`src/rtl/slp_pkg.sv`:
```
package slp_pkg;

    typedef enum logic [2:0] {
        ST_RUN    = 3'd0,
        ST_STOP   = 3'd1,
        ST_SREF   = 3'd2,
        ST_HOLD   = 3'd3,
        ST_ASLEEP = 3'd4,
        ST_PWRUP  = 3'd5,
        ST_RESET  = 3'd6
    } slp_state_e;

    typedef struct packed {
        logic pwr_en;
        logic periph_stop;
        logic sr_req;
        logic pin_hold;
        logic core_rst;
    } slp_out_t;

    function automatic slp_out_t slp_decode(slp_state_e st, logic lowlat);
        slp_out_t o;
        o.pwr_en      = !((st == ST_ASLEEP) && !lowlat);
        o.periph_stop = (st != ST_RUN);
        o.sr_req      = (st == ST_SREF) || (st == ST_HOLD) || (st == ST_ASLEEP) ||
                        (st == ST_PWRUP) || (st == ST_RESET);
        o.pin_hold    = (st == ST_HOLD) || (st == ST_ASLEEP) ||
                        (st == ST_PWRUP) || (st == ST_RESET);
        o.core_rst    = (st == ST_RESET);
        return o;
    endfunction

endpackage

```
`src/rtl/slp_down_cnt.sv`:
```
module slp_down_cnt #(
    parameter int W = 8
) (
    input  logic         clk,
    input  logic         rst,
    input  logic         load,
    input  logic [W-1:0] load_val,
    input  logic         dec,
    output logic         zero
);
    logic [W-1:0] cnt;

    always_ff @(posedge clk) begin
        if (rst)                   cnt <= '0;
        else if (load)             cnt <= load_val;
        else if (dec && cnt != '0) cnt <= cnt - 1'b1;
    end

    assign zero = (cnt == '0);
endmodule

```
`src/rtl/slp_aon_timer.sv`:
```
module slp_aon_timer #(
    parameter int AW = 32
) (
    input  logic          clk,
    input  logic          rst,
    output logic [AW-1:0] count
);
    always_ff @(posedge clk) begin
        if (rst) count <= '0;
        else     count <= count + 1'b1;
    end

    // the timer advances every cycle, asleep or not
    a_r10_aon_steps: assert property (@(posedge clk) disable iff (rst)
        !$past(rst) |-> count == $past(count) + 1'b1);
endmodule

```
`src/rtl/slp_fsm.sv`:
```
module slp_fsm
    import slp_pkg::*;
(
    input  logic       clk,
    input  logic       rst,
    input  logic       sleep_req,
    input  logic       wake_evt,
    input  logic       low_lat,
    input  logic       periph_idle,
    input  logic       sr_ack,
    input  logic       stab_zero,
    input  logic       rcnt_zero,
    output slp_state_e state,
    output logic       lowlat_q,
    output logic       stab_load,
    output logic       stab_dec,
    output logic       rcnt_load,
    output logic       rcnt_dec,
    output logic       boot_flag
);
    slp_state_e nxt;
    logic       wake_pend;
    logic       in_entry;

    assign in_entry = (state == ST_STOP) || (state == ST_SREF) || (state == ST_HOLD);

    always_comb begin
        nxt = state;
        unique case (state)
            ST_RUN:    if (sleep_req)   nxt = ST_STOP;
            ST_STOP:   if (periph_idle) nxt = ST_SREF;
            ST_SREF:   if (sr_ack)      nxt = ST_HOLD;
            ST_HOLD:                    nxt = ST_ASLEEP;
            ST_ASLEEP: if (wake_evt || wake_pend)
                           nxt = lowlat_q ? ST_RESET : ST_PWRUP;
            ST_PWRUP:  if (stab_zero)   nxt = ST_RESET;
            ST_RESET:  if (rcnt_zero)   nxt = ST_RUN;
            default:                    nxt = ST_RUN;
        endcase
    end

    assign stab_load = (state == ST_ASLEEP) && (nxt == ST_PWRUP);
    assign stab_dec  = (state == ST_PWRUP);
    assign rcnt_load = (state != ST_RESET) && (nxt == ST_RESET);
    assign rcnt_dec  = (state == ST_RESET);

    always_ff @(posedge clk) begin
        if (rst) begin
            state     <= ST_RUN;
            lowlat_q  <= 1'b0;
            wake_pend <= 1'b0;
            boot_flag <= 1'b0;
        end else begin
            state <= nxt;
            if (state == ST_RUN && sleep_req) lowlat_q <= low_lat;
            if (in_entry && wake_evt)         wake_pend <= 1'b1;
            else if (state == ST_ASLEEP)      wake_pend <= 1'b0;
            if (rcnt_load)                    boot_flag <= 1'b1;
        end
    end

    // a latched early wake never survives the asleep state
    a_r6_pend_cleared: assert property (@(posedge clk) disable iff (rst)
        $past(state == ST_ASLEEP) && state != ST_ASLEEP |-> !wake_pend);

    // a wake event while running never starts the shutdown
    a_r9_run_wake_ignored: assert property (@(posedge clk) disable iff (rst)
        state == ST_RUN && !sleep_req |=> state == ST_RUN);
endmodule

```
`src/rtl/slp_pwr_seq.sv`:
```
module slp_pwr_seq
    import slp_pkg::*;
#(
    parameter int SW      = 8,
    parameter int AW      = 32,
    parameter int RST_CYC = 4
) (
    input  logic          clk,
    input  logic          rst,
    input  logic          sleep_req_i,
    input  logic          wake_evt_i,
    input  logic          low_lat_i,
    input  logic [SW-1:0] stab_cycles_i,
    input  logic          periph_idle_i,
    input  logic          sr_ack_i,
    output logic          pwr_en_o,
    output logic          periph_stop_o,
    output logic          sr_req_o,
    output logic          pin_hold_o,
    output logic          core_rst_o,
    output logic          boot_from_sleep_o,
    output logic [AW-1:0] aon_count_o
);
    localparam int RW = (RST_CYC < 2) ? 1 : $clog2(RST_CYC);
    localparam logic [RW-1:0] RLOAD = RW'(RST_CYC - 1);

    slp_state_e state;
    slp_out_t   outs;
    logic       lowlat_q;
    logic       stab_load, stab_dec, stab_zero;
    logic       rcnt_load, rcnt_dec, rcnt_zero;

    slp_fsm u_fsm (
        .clk         (clk),
        .rst         (rst),
        .sleep_req   (sleep_req_i),
        .wake_evt    (wake_evt_i),
        .low_lat     (low_lat_i),
        .periph_idle (periph_idle_i),
        .sr_ack      (sr_ack_i),
        .stab_zero   (stab_zero),
        .rcnt_zero   (rcnt_zero),
        .state       (state),
        .lowlat_q    (lowlat_q),
        .stab_load   (stab_load),
        .stab_dec    (stab_dec),
        .rcnt_load   (rcnt_load),
        .rcnt_dec    (rcnt_dec),
        .boot_flag   (boot_from_sleep_o)
    );

    slp_down_cnt #(.W(SW)) u_stab (
        .clk      (clk),
        .rst      (rst),
        .load     (stab_load),
        .load_val (stab_cycles_i),
        .dec      (stab_dec),
        .zero     (stab_zero)
    );

    slp_down_cnt #(.W(RW)) u_rhold (
        .clk      (clk),
        .rst      (rst),
        .load     (rcnt_load),
        .load_val (RLOAD),
        .dec      (rcnt_dec),
        .zero     (rcnt_zero)
    );

    slp_aon_timer #(.AW(AW)) u_aon (
        .clk   (clk),
        .rst   (rst),
        .count (aon_count_o)
    );

    assign outs          = slp_decode(state, lowlat_q);
    assign pwr_en_o      = outs.pwr_en;
    assign periph_stop_o = outs.periph_stop;
    assign sr_req_o      = outs.sr_req;
    assign pin_hold_o    = outs.pin_hold;
    assign core_rst_o    = outs.core_rst;

    // self-refresh is requested only after the peripherals reported idle
    a_r1_sref_after_idle: assert property (@(posedge clk) disable iff (rst)
        $rose(sr_req_o) |-> $past(periph_idle_i));

    // supplies are only ever off with SDRAM in self-refresh and pins held
    a_r5_power_off_guarded: assert property (@(posedge clk) disable iff (rst)
        !pwr_en_o |-> sr_req_o && pin_hold_o);

    // core reset only while the pins are frozen
    a_r7_rst_under_hold: assert property (@(posedge clk) disable iff (rst)
        core_rst_o |-> pin_hold_o && periph_stop_o);

    // in the low-power option the core reset is preceded by restored power
    a_r4_power_before_rst: assert property (@(posedge clk) disable iff (rst)
        $rose(core_rst_o) && !lowlat_q |-> $past(pwr_en_o));
endmodule

```
`config.mk`:
```
export PLATFORM = sky130hd
export DESIGN_NAME = slp_pwr_seq
export DESIGN_NICKNAME = d
export VERILOG_FILES = /design/src/rtl/slp_pkg.sv /design/src/rtl/slp_down_cnt.sv /design/src/rtl/slp_aon_timer.sv /design/src/rtl/slp_fsm.sv /design/src/rtl/slp_pwr_seq.sv
export SDC_FILE = /design/constraint.sdc
export NUM_CORES = 1
export LEC_CHECK = 0
export BUFFER_PORTS_ARGS = -buffer_cell sky130_fd_sc_hd__buf_2
export CAP_MARGIN = 20
export CORE_ASPECT_RATIO = 0.6
export CORE_MARGIN = 2
export CORE_UTILIZATION = 50
export CTS_BUF_LIST = sky130_fd_sc_hd__clkbuf_8
export DETAILED_ROUTE_END_ITERATION = 12
export GPL_TIMING_DRIVEN = 1
export PLACE_DENSITY = 0.77
export SYNTH_ARGS = -nofsm -noshare
export SYNTH_HDL_FRONTEND = slang
export SYNTH_SLANG_ARGS = --single-unit
```
`constraint.sdc`:
```
create_clock -name clk -period 2 [get_ports clk]
set_clock_uncertainty 0.1 [all_clocks]
set_input_delay 0.6 -clock clk [delete_from_list [all_inputs] [get_ports clk]]
set_output_delay 0.6 -clock clk [all_outputs]
set_load 0.01 [all_outputs]
```
# Word level (Yosys, flattened, before mapping)
# Cells that the tools add are included.
[word_totals] ff_bits=48 word_cells=61
[classes] addsub=3 n_eq_ne=9 mux=14 reduce_logical=28
[op_table] operator="$add A32 B1 Y32 const B" count=1
[op_table] operator="$pmux W3 S7" count=1
[op_table] operator="$mux W3" count=6
[op_table] operator="$mux W8" count=2
[op_table] operator="$eq A3 B3 Y1 const B" count=5
[op_table] operator="$logic_or A1 B1 Y1" count=10
[op_table] operator="$logic_not A8 Y1" count=1
[op_table] operator="$reduce_bool A2 Y1" count=4
[op_table] operator="$reduce_bool A8 Y1" count=1
[op_table] operator="$sub A8 B1 Y8 const B" count=1
[op_table] operator="$logic_and A1 B1 Y1" count=7
[op_table] operator="$eq A3 B2 Y1 const B" count=2
[op_table] operator="$mux W2" count=3
[op_table] operator="$eq A3 B1 Y1 const B" count=1
[op_table] operator="$logic_not A3 Y1" count=1
[op_table] operator="$ne A3 B3 Y1 const B" count=1
[op_table] operator="$reduce_bool A3 Y1" count=1
[op_table] operator="$logic_not A1 Y1" count=2
[op_table] operator="$logic_not A2 Y1" count=1
[op_table] operator="$mux W1" count=2
[op_table] operator="$sub A2 B1 Y2 const B" count=1

# Longest topological paths before layout
[depth] ltp_word=6 depth_mapped=6 ltp_nobuf=6

# Hierarchy
# A second synthesis with hierarchy kept.
[unflattened] hier_cells=295 area_unflattened_um2=2542.4
[modules_own_cells] mod="slp_aon_timer" instances=1 cells_per_inst=168 area_each_um2=1475.2 seq_area_each_um2=640.6
[modules_own_cells] mod="slp_down_cnt at u_stab" instances=1 cells_per_inst=59 area_each_um2=515.5 seq_area_each_um2=160.2
[modules_own_cells] mod="slp_fsm" instances=1 cells_per_inst=47 area_each_um2=370.4 seq_area_each_um2=120.1
[modules_own_cells] mod="slp_down_cnt at u_rhold" instances=1 cells_per_inst=14 area_each_um2=126.4 seq_area_each_um2=40.0
[modules_own_cells] mod="slp_pwr_seq" instances=1 cells_per_inst=7 area_each_um2=55.1 seq_area_each_um2=0.0

# Worst setup path after synthesis
# No wires, ideal clock.
[synth_path] path_kind="reg-to-reg" start="register u_aon.count[2]" end="register u_aon.count[31]" t_arrival_ns=1.869 slack_ns=-0.040 path_stages_with_launch=6 n_path_buf=1 synth_period_minus_slack_ns=2.040 path_cell_list="dfxtp_1 nand4_1 or4_1 buf_2 or4_1 a21oi_1"
[synth_between] elab_chain_len=1
[synth_rtl] item="start, declared" line="slp_aon_timer.sv:6" source="output logic [AW-1:0] count"
[synth_rtl] item="start signal, assigned" line="slp_aon_timer.sv:10" source="else count <= count + 1'b1;"
[synth_rtl] item="$add A32 B1 Y32" line="slp_aon_timer.sv:10"
# No other way between the ends.
# A chain may end at the register's enable or synchronous reset.

# Final worst setup path
[layout_path] start="register u_aon.count[2]" end="register u_aon.count[27]"
# Same word-level chain as after synthesis.

==> results.ini <==
[synthesis]
synthMuxAreaShare_pct=1.31
synthSimpleGateAreaFrac_pct=29.8
synthArstFlopShare_pct=0
synthXorXnorAreaFrac_pct=5.15
syn_inst=289
yosys_warnings=0
synth_top_family_by_area=simple AND/OR/NAND/NOR gates
synth_area_mm2=0.00238
synth_compound_area_share_pct=17.2
ys_ff_latch=48
synth_flop_cell=dfxtp_1
seq_area_frac_synth_pct=40.4
synth.avg_cell_area_um2=8.24
synth_edf_count=0
synth_cell_types=39
synthAdderAreaFrac_pct=1.58
syn_nets=307

[sta]
min_period_ns=1.98
slew_headroom_pct=64.0
hold_viol=0
rsz0062_at_grt=yes
worst_pin_slew_ns=0.533
period_share_pct=99.0
clock.fmax_mhz=505
setup_violations=0
tns_ns=0
final-max-slew-violation-count=0

[power_and_ir_drop]
leakagePower_uw=0.00122
pwr-share-clk_pct=37.4
powerDensity_mw_per_mm2=589
p_seq_share_pct=54.3
intPower_uw=1410
swShare_pct=23.1
vdd_drop_max_mv=0.354
power.switching_uw=424
total_power_uw=1830
pwr-share-comb_pct=8.3

[global_routing]
grt_usage_pct=22.8
grt_pass1_wl_um=9850
grt_max_degree=19
grt_overflow=0
antenna_found_initial=0
grt_pass1_vias=2135

[job]
cap_violations=0

[clock_tree]
clockBufferDepth=2
cts_hold_buf=0
cts_sinks=48
path_clk_slew_ns=0.09
cts-root-buf=clkbuf_8
cts_tree=yes
cts_buffers=5
cts-htree-levels=2
worstSkewPairLatency_ns=0.30

[setup_path]
cp.required_ns=2.14
setup.worst_path.end_class=register
arrival_ns=2.12
cp-start-kind=register
path_max_fanout=15
path_class=register to register

[placement]
gp_congestion=0.904
io_buffers=52
hpwl_um=4300

[floorplan]
core_area_mm2=0.00459
dieArea_mm2=0.00535
ios=53
rows=19
die_width_um=93.1
die_h_um=57.5
start_util_pct=51.9

[route]
wl_per_cell_um=14.5
wl_um=6250
drc=0
first_pass_iters=5
vias=2496
postRouteAntennaNets=0
drtIter0Drc=213
vias_per_cell=5.79

[final_layout]
drive_gt1_share_pct=33.2
register_area_um2=986
n_antenna_cell=0
multi_input_area_mm2=0.00138
fillers=374
final_nets=385
area_growth_pct=30.8

[worst_hold_path]
min_path_type=register to register

[run_status]
status=finished clean

-- stage by stage --
| step | util (%) | instances | cell area (um2) | hold WS [ns] | worst slack (ns) |
|---|---|---|---|---|---|
| after floorplan | - | 289 | 2390 | 0.365 | 0.00127 |
| after global placement | 63.0 | 419 | 2890 | 0.366 | 0.0570 |
| after detailed placement | 63.0 | 419 | 2890 | 0.384 | 0.0154 |
| after CTS | 65.7 | 427 | 3010 | 0.397 | 0.0143 |
| after global routing | 67.9 | 431 | 3110 | 0.421 | -0.0205 |
| final | 67.9 | 431 | 3110 | 0.398 | 0.0208 |
-- area by class of cell --
type / instances / share of cell area (%)
clock buffer: 5 / 2.21
clock inverter: 3 / 1.25
multi-input combinational: 214 / 44.2
tap: 63 / 2.53
sequential: 48 / 31.7
timing repair buffer: 85 / 16.6
inverter: 13 / 1.57
-- placed cells by master, fill, tap and decap left out, drive strengths merged, types with 7 or more instances in the layout --
cell and instances:
a21oi 30, xor2 7, o31ai 14, o21ai 11
or4 21, xnor2 7, or3 7, nand3 10
buf 85, inv 14, nor2 28, nand2 17
nand4 10, dfxtp 48
-- path summary, 6_finish.rpt --
kind                   startpoint         endpoint  slack, ns  cells past startpoint
setup / recovery   u_aon.count[2]  u_aon.count[27]       0.02                      5
hold / removal    u_aon.count[22]  u_aon.count[22]       0.40                      2
setup reg to reg   u_aon.count[2]  u_aon.count[27]       0.02                      5
hold reg to reg   u_aon.count[22]  u_aon.count[22]       0.40                      2
-- timing repair --
item                       CTS  global route
resized for setup            5            21
gates cloned                 0             1
setup buffers                0             3
pin swaps                    0             7
setup endpoints to repair    3            15
-- Yosys cell counts (10+ instances only) --
library cell	number	share of area (%)
nor2_1	28	4.4
inv_1	13	2.0
or4_1	19	6.0
clkbuf_1	10	1.6
o31ai_1	14	4.4
o21ai_0	11	2.3
a21oi_1	30	6.3
nand3_1	10	2.1
dfxtp_1	48	40
nand2_1	17	2.7
nand4_1	10	2.6
-- per-layer routing --
metal	wire [um]	vias to the layer above	global-route usage, %
met3	596	14	4.62
met4	66	0	5.04
met1	2870	1142	33.5
li1	-	1229	-
met2	2720	111	34.9
met5	0	-	0
-- worst max-delay path: stages, from the launching register on --
cell and delay [ns]:
dfxtp_2 0.34, nand4_1 0.12, or4_4 0.54, buf_8 0.16
or4_4 0.51, a21oi_2 0.15
-- power by group through the flow --
stage,Clock [uW],Sequential [uW],Combinational (uW)
3_5_place_dp,0,1010,148
3_3_place_gp,0,1010,144
2_1_floorplan,0,1010,87.5
5_1_grt,733,998,172
6_report,685,995,153
4_1_cts,696,993,150
-- cells by family after synthesis --
group                    Yosys count
multiplexers                       3
flip-flops                        48
adder cells (fa/ha/maj)            3
XOR/XNOR                          14
AO/OA/AOI/OAI                     68
AND/OR/NAND/NOR                  125
buffers and inverters             28
-- sequential cells by signal, summed over array words and instances (netlist names) --
signal,count
u_aon.count,32
u_stab.cnt,8
u_fsm.state,3
u_rhold.cnt,2
u_fsm.boot_flag,1
u_fsm.lowlat_q,1
u_fsm.wake_pend,1
Note: power is estimated with default switching activity, not from simulation.
